**src/rtl/bmu_pkg.sv**
```systemverilog
package bmu_pkg;
  typedef enum logic [1:0] {
    OP_TEST_LO = 2'b00,
    OP_TEST_HI = 2'b01,
    OP_SET_HI  = 2'b10,
    OP_CLR_LO  = 2'b11
  } bmu_op_e;
endpackage

```
**src/rtl/bmu_mask_place.sv**
```systemverilog
// Spreads the narrow mask over the selected segment of the data word.
module bmu_mask_place #(
  parameter int DW = 16,
  parameter int MW = 8
) (
  input  logic [MW-1:0] mask,
  input  logic          hi,
  output logic [DW-1:0] full
);
  localparam int NSEG = DW / MW;

  for (genvar seg = 0; seg < NSEG; seg++) begin : g_seg
    localparam bit IS_TOP = (seg == NSEG - 1);
    localparam bit IS_BOT = (seg == 0);
    assign full[seg*MW +: MW] = ((hi && IS_TOP) || (!hi && IS_BOT)) ? mask : '0;
  end
endmodule

```
**src/rtl/bmu_eval.sv**
```systemverilog
// Evaluates the test on the original word and forms the modified word.
module bmu_eval
  import bmu_pkg::*;
#(
  parameter int DW = 16
) (
  input  logic [DW-1:0] data,
  input  logic [DW-1:0] fmask,
  input  bmu_op_e       op,
  output logic [DW-1:0] res,
  output logic          flag,
  output logic          wr
);
  logic all_ones;
  logic all_zeros;

  assign all_ones  = &(data | ~fmask);
  assign all_zeros = ~|(data & fmask);

  always_comb begin
    res  = data;
    flag = 1'b0;
    wr   = 1'b0;
    unique case (op)
      OP_TEST_LO: flag = all_zeros;
      OP_TEST_HI: flag = all_ones;
      OP_SET_HI: begin
        flag = all_ones;
        res  = data | fmask;
        wr   = 1'b1;
      end
      OP_CLR_LO: begin
        flag = all_zeros;
        res  = data & ~fmask;
        wr   = 1'b1;
      end
      default: ;
    endcase
  end
endmodule

```
**src/rtl/bmu_out_stage.sv**
```systemverilog
// Single register slice with valid/ready flow control.
module bmu_out_stage #(
  parameter int DW = 16
) (
  input  logic          clk,
  input  logic          rst_n,
  input  logic          s_valid,
  output logic          s_ready,
  input  logic [DW-1:0] s_data,
  input  logic          s_flag,
  input  logic          s_wr,
  output logic          m_valid,
  input  logic          m_ready,
  output logic [DW-1:0] m_data,
  output logic          m_flag,
  output logic          m_wr
);
  logic          vld_q;
  logic [DW-1:0] data_q;
  logic          flag_q;
  logic          wr_q;

  assign s_ready = !vld_q || m_ready;

  always_ff @(posedge clk) begin
    if (!rst_n) begin
      vld_q  <= 1'b0;
      data_q <= '0;
      flag_q <= 1'b0;
      wr_q   <= 1'b0;
    end else if (s_ready) begin
      vld_q <= s_valid;
      if (s_valid) begin
        data_q <= s_data;
        flag_q <= s_flag;
        wr_q   <= s_wr;
      end
    end
  end

  assign m_valid = vld_q;
  assign m_data  = data_q;
  assign m_flag  = flag_q;
  assign m_wr    = wr_q && vld_q;
endmodule

```
**src/rtl/bit_tm_unit.sv**
```systemverilog
module bit_tm_unit
  import bmu_pkg::*;
#(
  parameter int DW = 16,
  parameter int MW = 8
) (
  input  logic          clk,
  input  logic          rst_n,
  input  logic          in_valid,
  output logic          in_ready,
  input  logic [DW-1:0] in_data,
  input  logic [MW-1:0] in_mask,
  input  logic          in_hi,
  input  logic [1:0]    in_op,
  output logic          out_valid,
  input  logic          out_ready,
  output logic [DW-1:0] out_data,
  output logic          out_wr_en,
  output logic          out_flag
);
  logic [DW-1:0] fmask;
  logic [DW-1:0] ev_res;
  logic          ev_flag;
  logic          ev_wr;
  bmu_op_e       op_e;

  assign op_e = bmu_op_e'(in_op);

  bmu_mask_place #(.DW(DW), .MW(MW)) u_place (
    .mask (in_mask),
    .hi   (in_hi),
    .full (fmask)
  );

  bmu_eval #(.DW(DW)) u_eval (
    .data  (in_data),
    .fmask (fmask),
    .op    (op_e),
    .res   (ev_res),
    .flag  (ev_flag),
    .wr    (ev_wr)
  );

  bmu_out_stage #(.DW(DW)) u_out (
    .clk     (clk),
    .rst_n   (rst_n),
    .s_valid (in_valid),
    .s_ready (in_ready),
    .s_data  (ev_res),
    .s_flag  (ev_flag),
    .s_wr    (ev_wr),
    .m_valid (out_valid),
    .m_ready (out_ready),
    .m_data  (out_data),
    .m_flag  (out_flag),
    .m_wr    (out_wr_en)
  );
endmodule

```
**config.mk**
```make
export PLATFORM = sky130hd
export DESIGN_NAME = bit_tm_unit
export DESIGN_NICKNAME = d
export VERILOG_FILES = /design/src/rtl/bmu_pkg.sv /design/src/rtl/bmu_mask_place.sv /design/src/rtl/bmu_eval.sv /design/src/rtl/bmu_out_stage.sv /design/src/rtl/bit_tm_unit.sv
export SDC_FILE = /design/constraint.sdc
export NUM_CORES = 1
export LEC_CHECK = 0
export ABC_AREA = 1
export CAP_MARGIN = 15
export CORE_UTILIZATION = 45
export CTS_BUF_LIST = sky130_fd_sc_hd__clkbuf_8
export CTS_CLUSTER_DIAMETER = 40
export DETAILED_ROUTE_END_ITERATION = 8
export PLACE_DENSITY = 0.83
export REMOVE_ABC_BUFFERS = 1
export SYNTH_ARGS = -nofsm -noshare
export SYNTH_HDL_FRONTEND = slang
export SYNTH_SLANG_ARGS = --single-unit
```
**constraint.sdc**
```tcl
create_clock -name clk -period 2.23 [get_ports clk]
set_input_delay 0.669 -clock clk [delete_from_list [all_inputs] [get_ports clk]]
set_output_delay 0.669 -clock clk [all_outputs]
set_load 0.1 [all_outputs]
```
Word level (Yosys, flattened, before mapping)
Index checks and enable logic that the tools add are counted.
- bits in registers: 19
- equal/unequal tests: 3
- multiplexer cells: 5
- bitwise logic cells: 5
- reduce and logical (&&, ||, !) cells: 11
- operators by type and width (kind ; count):
    16-bit bitwise AND ; 2
    16-bit OR ; 2
    16-bit case mux with 2 select lines ; 1
    8-bit 2-to-1 mux ; 2
    16-bit inverter ; 1
    16-bit AND reduction ; 1
    16-bit OR reduction ; 1
    2-bit OR reduction ; 3
    2-bit == test, second input constant ; 2
    2-bit by 1-bit == test with 1-bit output, second input constant ; 1
    1-bit zero test ; 2
    2-bit zero test ; 1
    1-bit case mux with 2 select lines ; 1
    2-bit AND reduction ; 1
    1-bit logical AND ; 1
    1-bit logical OR ; 1
    1-bit 2-to-1 mux ; 1

Longest topological paths before layout
Gate-level depths: netlist of the first run.
- word-level depth: 5
- gate-level depth with buffers: 10

Cells and area by module
Synthesis of the first run repeated with hierarchy kept, for this count alone.
- cells, all modules: 282
- area, all modules: 1670.4 um^2
- modules (own cells, without submodules) (module ; instances ; cells each ; area an instance (um^2)):
    bmu_out_stage ; 1 ; 125 ; 969.7
    bmu_eval ; 1 ; 123 ; 553.0
    bmu_mask_place ; 1 ; 34 ; 147.6

Least setup slack after synthesis of the first run
OpenSTA, ideal clock, no wires.
- kind: register to register
- start point: reg u_out.vld_q, in the netlist u_out.m_valid
- end point: reg u_out.data_q[10], in the netlist u_out.m_data[10]
- library setup time: 122 ps
- arrival time: 2300 ps
- data required time: 2108 ps
- path slack: -192 ps
- stages on the path, launching flop included: 7
- path buffers: 1
- period minus slack after synthesis: 2422 ps
- cell sequence: dfxtp_1 nand2_2 nand2_2 inv_2 clkbuf_2 o21ai_0 a21oi_1
- word-level cells in the longest chain between the ends: 3
- ends and longest elaborated chain (item ; line ; RTL):
    start, declared ; bmu_out_stage.sv:18 ; logic vld_q;
    start signal, assigned ; bmu_out_stage.sv:32 ; vld_q <= s_valid;
    1-bit zero test ; bmu_out_stage.sv:23 ; assign s_ready = !vld_q || m_ready;
    1-bit logical OR ; bmu_out_stage.sv:23 ;
    named net in_ready ; bit_tm_unit.sv:10 ; output logic in_ready,
    2-bit AND reduction (no line) ; n/a ;
    end signal, assigned ; bmu_out_stage.sv:34 ; data_q <= s_data;
    end, declared ; bmu_out_stage.sv:19 ; logic [DW-1:0] data_q;
The timed path passes the listed nets, and every way through them passes these cells.
A chain may end at the register's enable or synchronous reset.

Worst setup path in the final report of the first run
- start point: in out_ready
- end point: out in_ready
- word-level cells in the longest chain between the ends: 1
- ends and longest elaborated chain (item ; line ; RTL):
    start, declared ; bit_tm_unit.sv:16 ; input logic out_ready,
    1-bit logical OR ; bmu_out_stage.sv:23 ;
    end, declared ; bit_tm_unit.sv:10 ;
Every way passes these cells.

==> results of run 1 <==
[final cells by class]
cell class | instances | area, um^2
clock inverters | 1 | 5.00
well taps | 31 | 38.8
multi-input cells | 153 | 717
inverters | 35 | 131
clock buffers | 3 | 41.3
fillers | 250 | 902
flip-flops and latches | 19 | 380
repair buffers | 54 | 518
[cell usage after synthesis (all sizes together)]
cell type	number	area (um^2)
ha	2	25.0
a31oi	4	25.0
dfxtp	19	380
a21oi	29	145
inv	35	131
nor2	20	77.6
o21ai	24	120
buf	6	45.0
nand2	47	181
nand3	23	115
clkbuf	3	12.5
nand3b	1	7.51
nor3	1	5.00
o31ai	2	15.0
[state kept, by name, indices dropped and copies added (netlist names)]
signal	cells
u_out.m_flag	1
u_out.m_valid	1
u_out.wr_q	1
u_out.m_data	16
[final timing paths]
kind	startpoint	endpoint	slack, ns
worst max register to register	u_out.m_valid	u_out.m_data[14]	1.14
worst min-delay path	u_out.wr_q	u_out.wr_q	0.52
worst max-delay path	out_ready	in_ready	0.1
worst min register to register	u_out.wr_q	u_out.wr_q	0.52
[worst max-delay path: stages]
cell and delay (ns):
clkdlybuf4s50_1 0.46, inv_1 0.05, nand2_2 0.10, buf_12 0.18
[metrics by stage]
| stage | hold slack (ns) | util |
|---|---|---|
| 4_1_cts | 0.527 | 0.670 |
| 2_1_floorplan | 0.478 | - |
| 3_5_place_dp | 0.508 | 0.653 |
| 6_report | 0.519 | 0.670 |
| 5_1_grt | 0.565 | 0.670 |
| 3_3_place_gp | 0.498 | 0.653 |
[where the power goes]
part	internal (mW)	switching (mW)
Clock	0.124	0.120
Combinational	0.141	0.331
Sequential	0.367	0.0132
Total	0.632	0.464
[routing by layer]
layer,global-route usage,share of wire
met3,0.0328,0.062
met1,0.298,0.46
met4,0.0571,0.0097
met2,0.392,0.47
met5,0,0
[logic make-up after synthesis]
kind of cell             after synthesis  synth area share
AO/OA/AOI/OAI                         59             0.237
adder cells (fa/ha/maj)                2            0.0195
buffers and inverters                 44             0.147
flip-flops                            19             0.296
AND/OR/NAND/NOR                       92             0.301
==> impl_metrics.ini, run 1 <==
[global_routing]
overflow = 0
grt_pass1_vias = 1319
grt_max_degree = 22
grt_pass1_wl_um = 5770
antenna_found_initial = 0
grt_usage = 0.228

[cells_and_area]
final_nets = 299
synthToLayoutAreaGrowth_pct = 42.4
drive_above_1_share = 0.125
final_common_cell = nand2_1
stdcell_area_um2 = 1830
layoutNonFillerInstCount = 296
final_cell_mix = nand2_1, inv_1, clkdlybuf4s50_1, a21oi_1
diodes = 0

[logic_synthesis]
seq_area_frac_synth = 0.296
synth.avg_cell_area_um2 = 5.95
yosysWarnings = 0
ys_types = 21
ys_ff_latch = 19
syn_inst = 216
netlist_area_um2 = 1290

[sta]
finalSetupTns_ns = 0
hold_viol = 0
finClkSkew_ns = 0.00162
finalCritPeriodShare = 0.956
worst_slack_ns = 0.0973
max_freq_mhz = 469
finalMaxSlewViolations = 0
fin_crit_ns = 2.13
setup_violations = 0
relSlewSlack = 0.571
rsz0062_at_grt = no
tightest_slew_ns = 0.643

[floorplan]
dieArea_um2 = 3080
pin_count = 51
die_h_um = 55.5
coreArea_um2 = 2730
initial_core_util = 0.470
rows = 19
fp.dieW_um = 55.5

[detailed_routing]
drc_errors = 0
vias = 1512
first_iter_violations = 50
viasPerCell = 5.11
dr.pass1.iters = 4
wire_per_inst_um = 11.5
drt_wl_total_um = 3390
ant_nets = 0

[clock_network]
cts_tree = done
cts_root_buf = clkbuf_8
cts_buffers = 3
numClockSinks = 19
clk_latency_ns = 0.26
cts_buffer_depth = 2
cts.repair.resized = 0
postCtsSetupBuffers = 0
htreeDepth = 1
path_clk_slew_ns = 0.07
cts_hold_buf = 0

[min_path]
worst_hold_path.num_cells = 2
min_path_type = reg2reg

[worst_setup_path]
ff2ff_path_depth = 5
cp_max_fo = 3
end_kind = primary output
critical_path_class = in2out
cp_data_arrival_time_ns = 1.46
required_ns = 1.56
critPathLaunchType = input port

[place]
detailedPlace.worstSlack_ns = 0.0981
finalWeightedCongestion = 0.844
port_buffers = 50
hpwlAfterDp_um = 2440
post-place-cells = 292
post_dp_cell_area_um2 = 1790

[flow_run]
maxCapViolations = 0

[status]
outcome = finished, final reports clean

[power]
finalPower_mw = 1.10
p_leak_nw = 0.939
peakVddDrop_mv = 0.480
powerDensity_nw_per_um2 = 599
(Power assumes the default switching activity.)
==> run 2: changes to the inputs <==
ABC_AREA = not set   (was 1)
CORE_MARGIN = 2   (was not set)
PLACE_DENSITY = 0.86   (was 0.83)
==> run 2 against run 1 <==
  * Final cell count decreased by 18%
  * Flip-flop and latch count unchanged
  * Via count decreased by 12%
  * Sequential share of layout area increased by 1.8 points
  * Worst setup slack got worse by 0.035 ns
==> impl_metrics.ini, run 2 <==
[status]
outcome = finished, final reports clean

[clock_network]
postCtsSetupBuffers = 0
clk_latency_ns = 0.25
cts.repair.resized = 0
cts_hold_buf = 0
path_clk_slew_ns = 0.07
numClockSinks = 19
cts_buffer_depth = 2
cts_root_buf = clkbuf_8
cts_tree = done
cts_buffers = 3
htreeDepth = 1

[worst_setup_path]
critical_path_class = in2out
crit_path_cell_trace = clkdlybuf4s50_1, nand2b_1, buf_12
critPathLaunchType = input port
crit_path_max_incr_delay_ns = 0.45
rrSetupSlack_ns = 1.01
end_kind = primary output
r2r_end = u_out.m_data[14]
cp_data_arrival_time_ns = 1.50
ff2ff_path_depth = 5
required_ns = 1.56
timing.rr.start = u_out.m_valid
cp_max_fo = 3
slowest_stage = clkdlybuf4s50_1

[detailed_routing]
viasPerCell = 5.48
dr.pass1.iters = 4
ant_nets = 0
first_iter_violations = 66
wire_per_inst_um = 13.5
drc_errors = 0
vias = 1327
drt_wl_total_um = 3270

[global_routing]
grt_pass1_wl_um = 5220
antenna_found_initial = 0
grt_usage = 0.248
grt_pass1_vias = 1181
grt_max_degree = 37
overflow = 0

[power]
p_leak_nw = 0.727
powerDensity_nw_per_um2 = 625
peakVddDrop_mv = 0.498

[logic_synthesis]
ys_ff_latch = 19
yosysTopAreaCellShare = 0.342
seq_area_frac_synth = 0.342
syn_inst = 162
synth_top_area_cell = dfxtp_1
synth_edf_count = 0
ys_types = 26
netlist_area_um2 = 1110
synthFlopType = dfxtp_1
yosysWarnings = 0
synth_common_cells = nand2_1, dfxtp_1, o21ai_0
async_flop_share = 0
synth.avg_cell_area_um2 = 6.86
yosysMostFrequentCell = nand2_1
synthTopCellsByArea = dfxtp_1, nand2_1, a31oi_1, o21ai_0, inv_1

[min_path]
worst_hold_path.num_cells = 1
whs_endpoint = u_out.wr_q
min_path_type = reg2reg
hold_start = u_out.wr_q

[sta]
rsz0062_at_grt = no
finalSetupTns_ns = 0
relSlewSlack = 0.564
finalMaxSlewViolations = 0
fin_crit_ns = 2.17
setup_violations = 0
hold_viol = 0
tightest_slew_ns = 0.653
finalCritPeriodShare = 0.972
finClkSkew_ns = 0.00113
max_freq_mhz = 461

[floorplan]
initial_core_util = 0.461
die_h_um = 53.7
dieArea_um2 = 2880
pin_count = 51
rows = 18
fp.dieW_um = 53.7
coreArea_um2 = 2410

[cells_and_area]
final_common_cell = nand2_1
drive_above_1_share = 0.142
diodes = 0
final_cell_mix = nand2_1, clkdlybuf4s50_1, buf_4, dfxtp_1, o21ai_0
largest_reg_flops = 16
final_nets = 246
final_core_util = 0.698
synthToLayoutAreaGrowth_pct = 51.5
stdcell_area_um2 = 1680

[place]
finalWeightedCongestion = 0.925
hpwlAfterDp_um = 2370
post_dp_cell_area_um2 = 1640
port_buffers = 50

[flow_run]
maxCapViolations = 0
run 2: cell count changes after synthesis, moves of 3 or more:
cell	delta
o22ai_1	+4
a31oi_1	+13
o21ai_0	-5
clkbuf_1	+3
nand3_1	-23
inv_1	-23
and2_1	+4
a22oi_1	+3
a21oi_1	-28
nor2_1	-16
nor2b_1	+3
nand2_1	+8
run 2: routing by layer:
layer	track usage	vias up	share of wire
met5	0	-	0
met4	0.115	0	0.019
met3	0.0306	7	0.055
met2	0.419	46	0.49
met1	0.312	606	0.44
li1	-	668	-
run 2: critical path, delay by kind of cell:
family / cells / cell delay [ns]
buf+inv: 2 / 0.65
simple gates: 1 / 0.18
run 2: kinds of logic after synthesis:
| group | count (synthesis) | share of synthesized area |
|---|---|---|
| and+or+nand+nor | 70 | 0.270 |
| AOI/OAI and AO/OA | 51 | 0.292 |
| buffers and inverters | 20 | 0.0732 |
| DFF | 19 | 0.342 |
| adders and majority gates | 2 | 0.0225 |
run 2: how the worst max path moves through the flow:
stage / start / end / slack, ns / depth (start not counted)
floorplan: u_out.m_valid / u_out.m_data[0] / -0.68 / 4
global placement: in_mask[6] / u_out.m_flag / 0.05 / 5
detailed placement: in_op[1] / u_out.m_data[1] / -0.01 / 5
CTS: out_ready / in_ready / 0.06 / 3
global route: out_ready / in_ready / 0.02 / 3
finish: out_ready / in_ready / 0.06 / 3
run 2: power breakdown:
| group | switching, mW | internal (mW) |
|---|---|---|
| registers | 0.0136 | 0.367 |
| clock network | 0.111 | 0.122 |
| logic | 0.303 | 0.135 |
run 2: layout make-up:
| type | count | area, um^2 |
|---|---|---|
| multi-input cells | 123 | 649 |
| clock buffers | 3 | 41.3 |
| repair buffers | 56 | 533 |
| inverters | 10 | 37.5 |
| clock inverters | 1 | 3.75 |
| well taps | 30 | 37.5 |
| flip-flops and latches | 19 | 380 |
| fillers | 211 | 727 |
run 2: through the flow:
stage	worst slack, ns	power (mW)	cells	hold slack [ns]
2_1_floorplan	-0.677	0.664	152	0.465
6_report	0.0627	1.05	242	0.495
4_1_cts	0.0581	1.06	242	0.501
3_5_place_dp	-0.0141	0.822	238	0.484
5_1_grt	0.0220	1.09	242	0.534
3_3_place_gp	0.0537	0.817	238	0.480
==> run 3: changes to the inputs <==
SETUP_SLACK_MARGIN = 0.02   (was not set)
==> results of run 3 <==
Same layout as run 2: the final DEF is identical, and so are final timing and power.
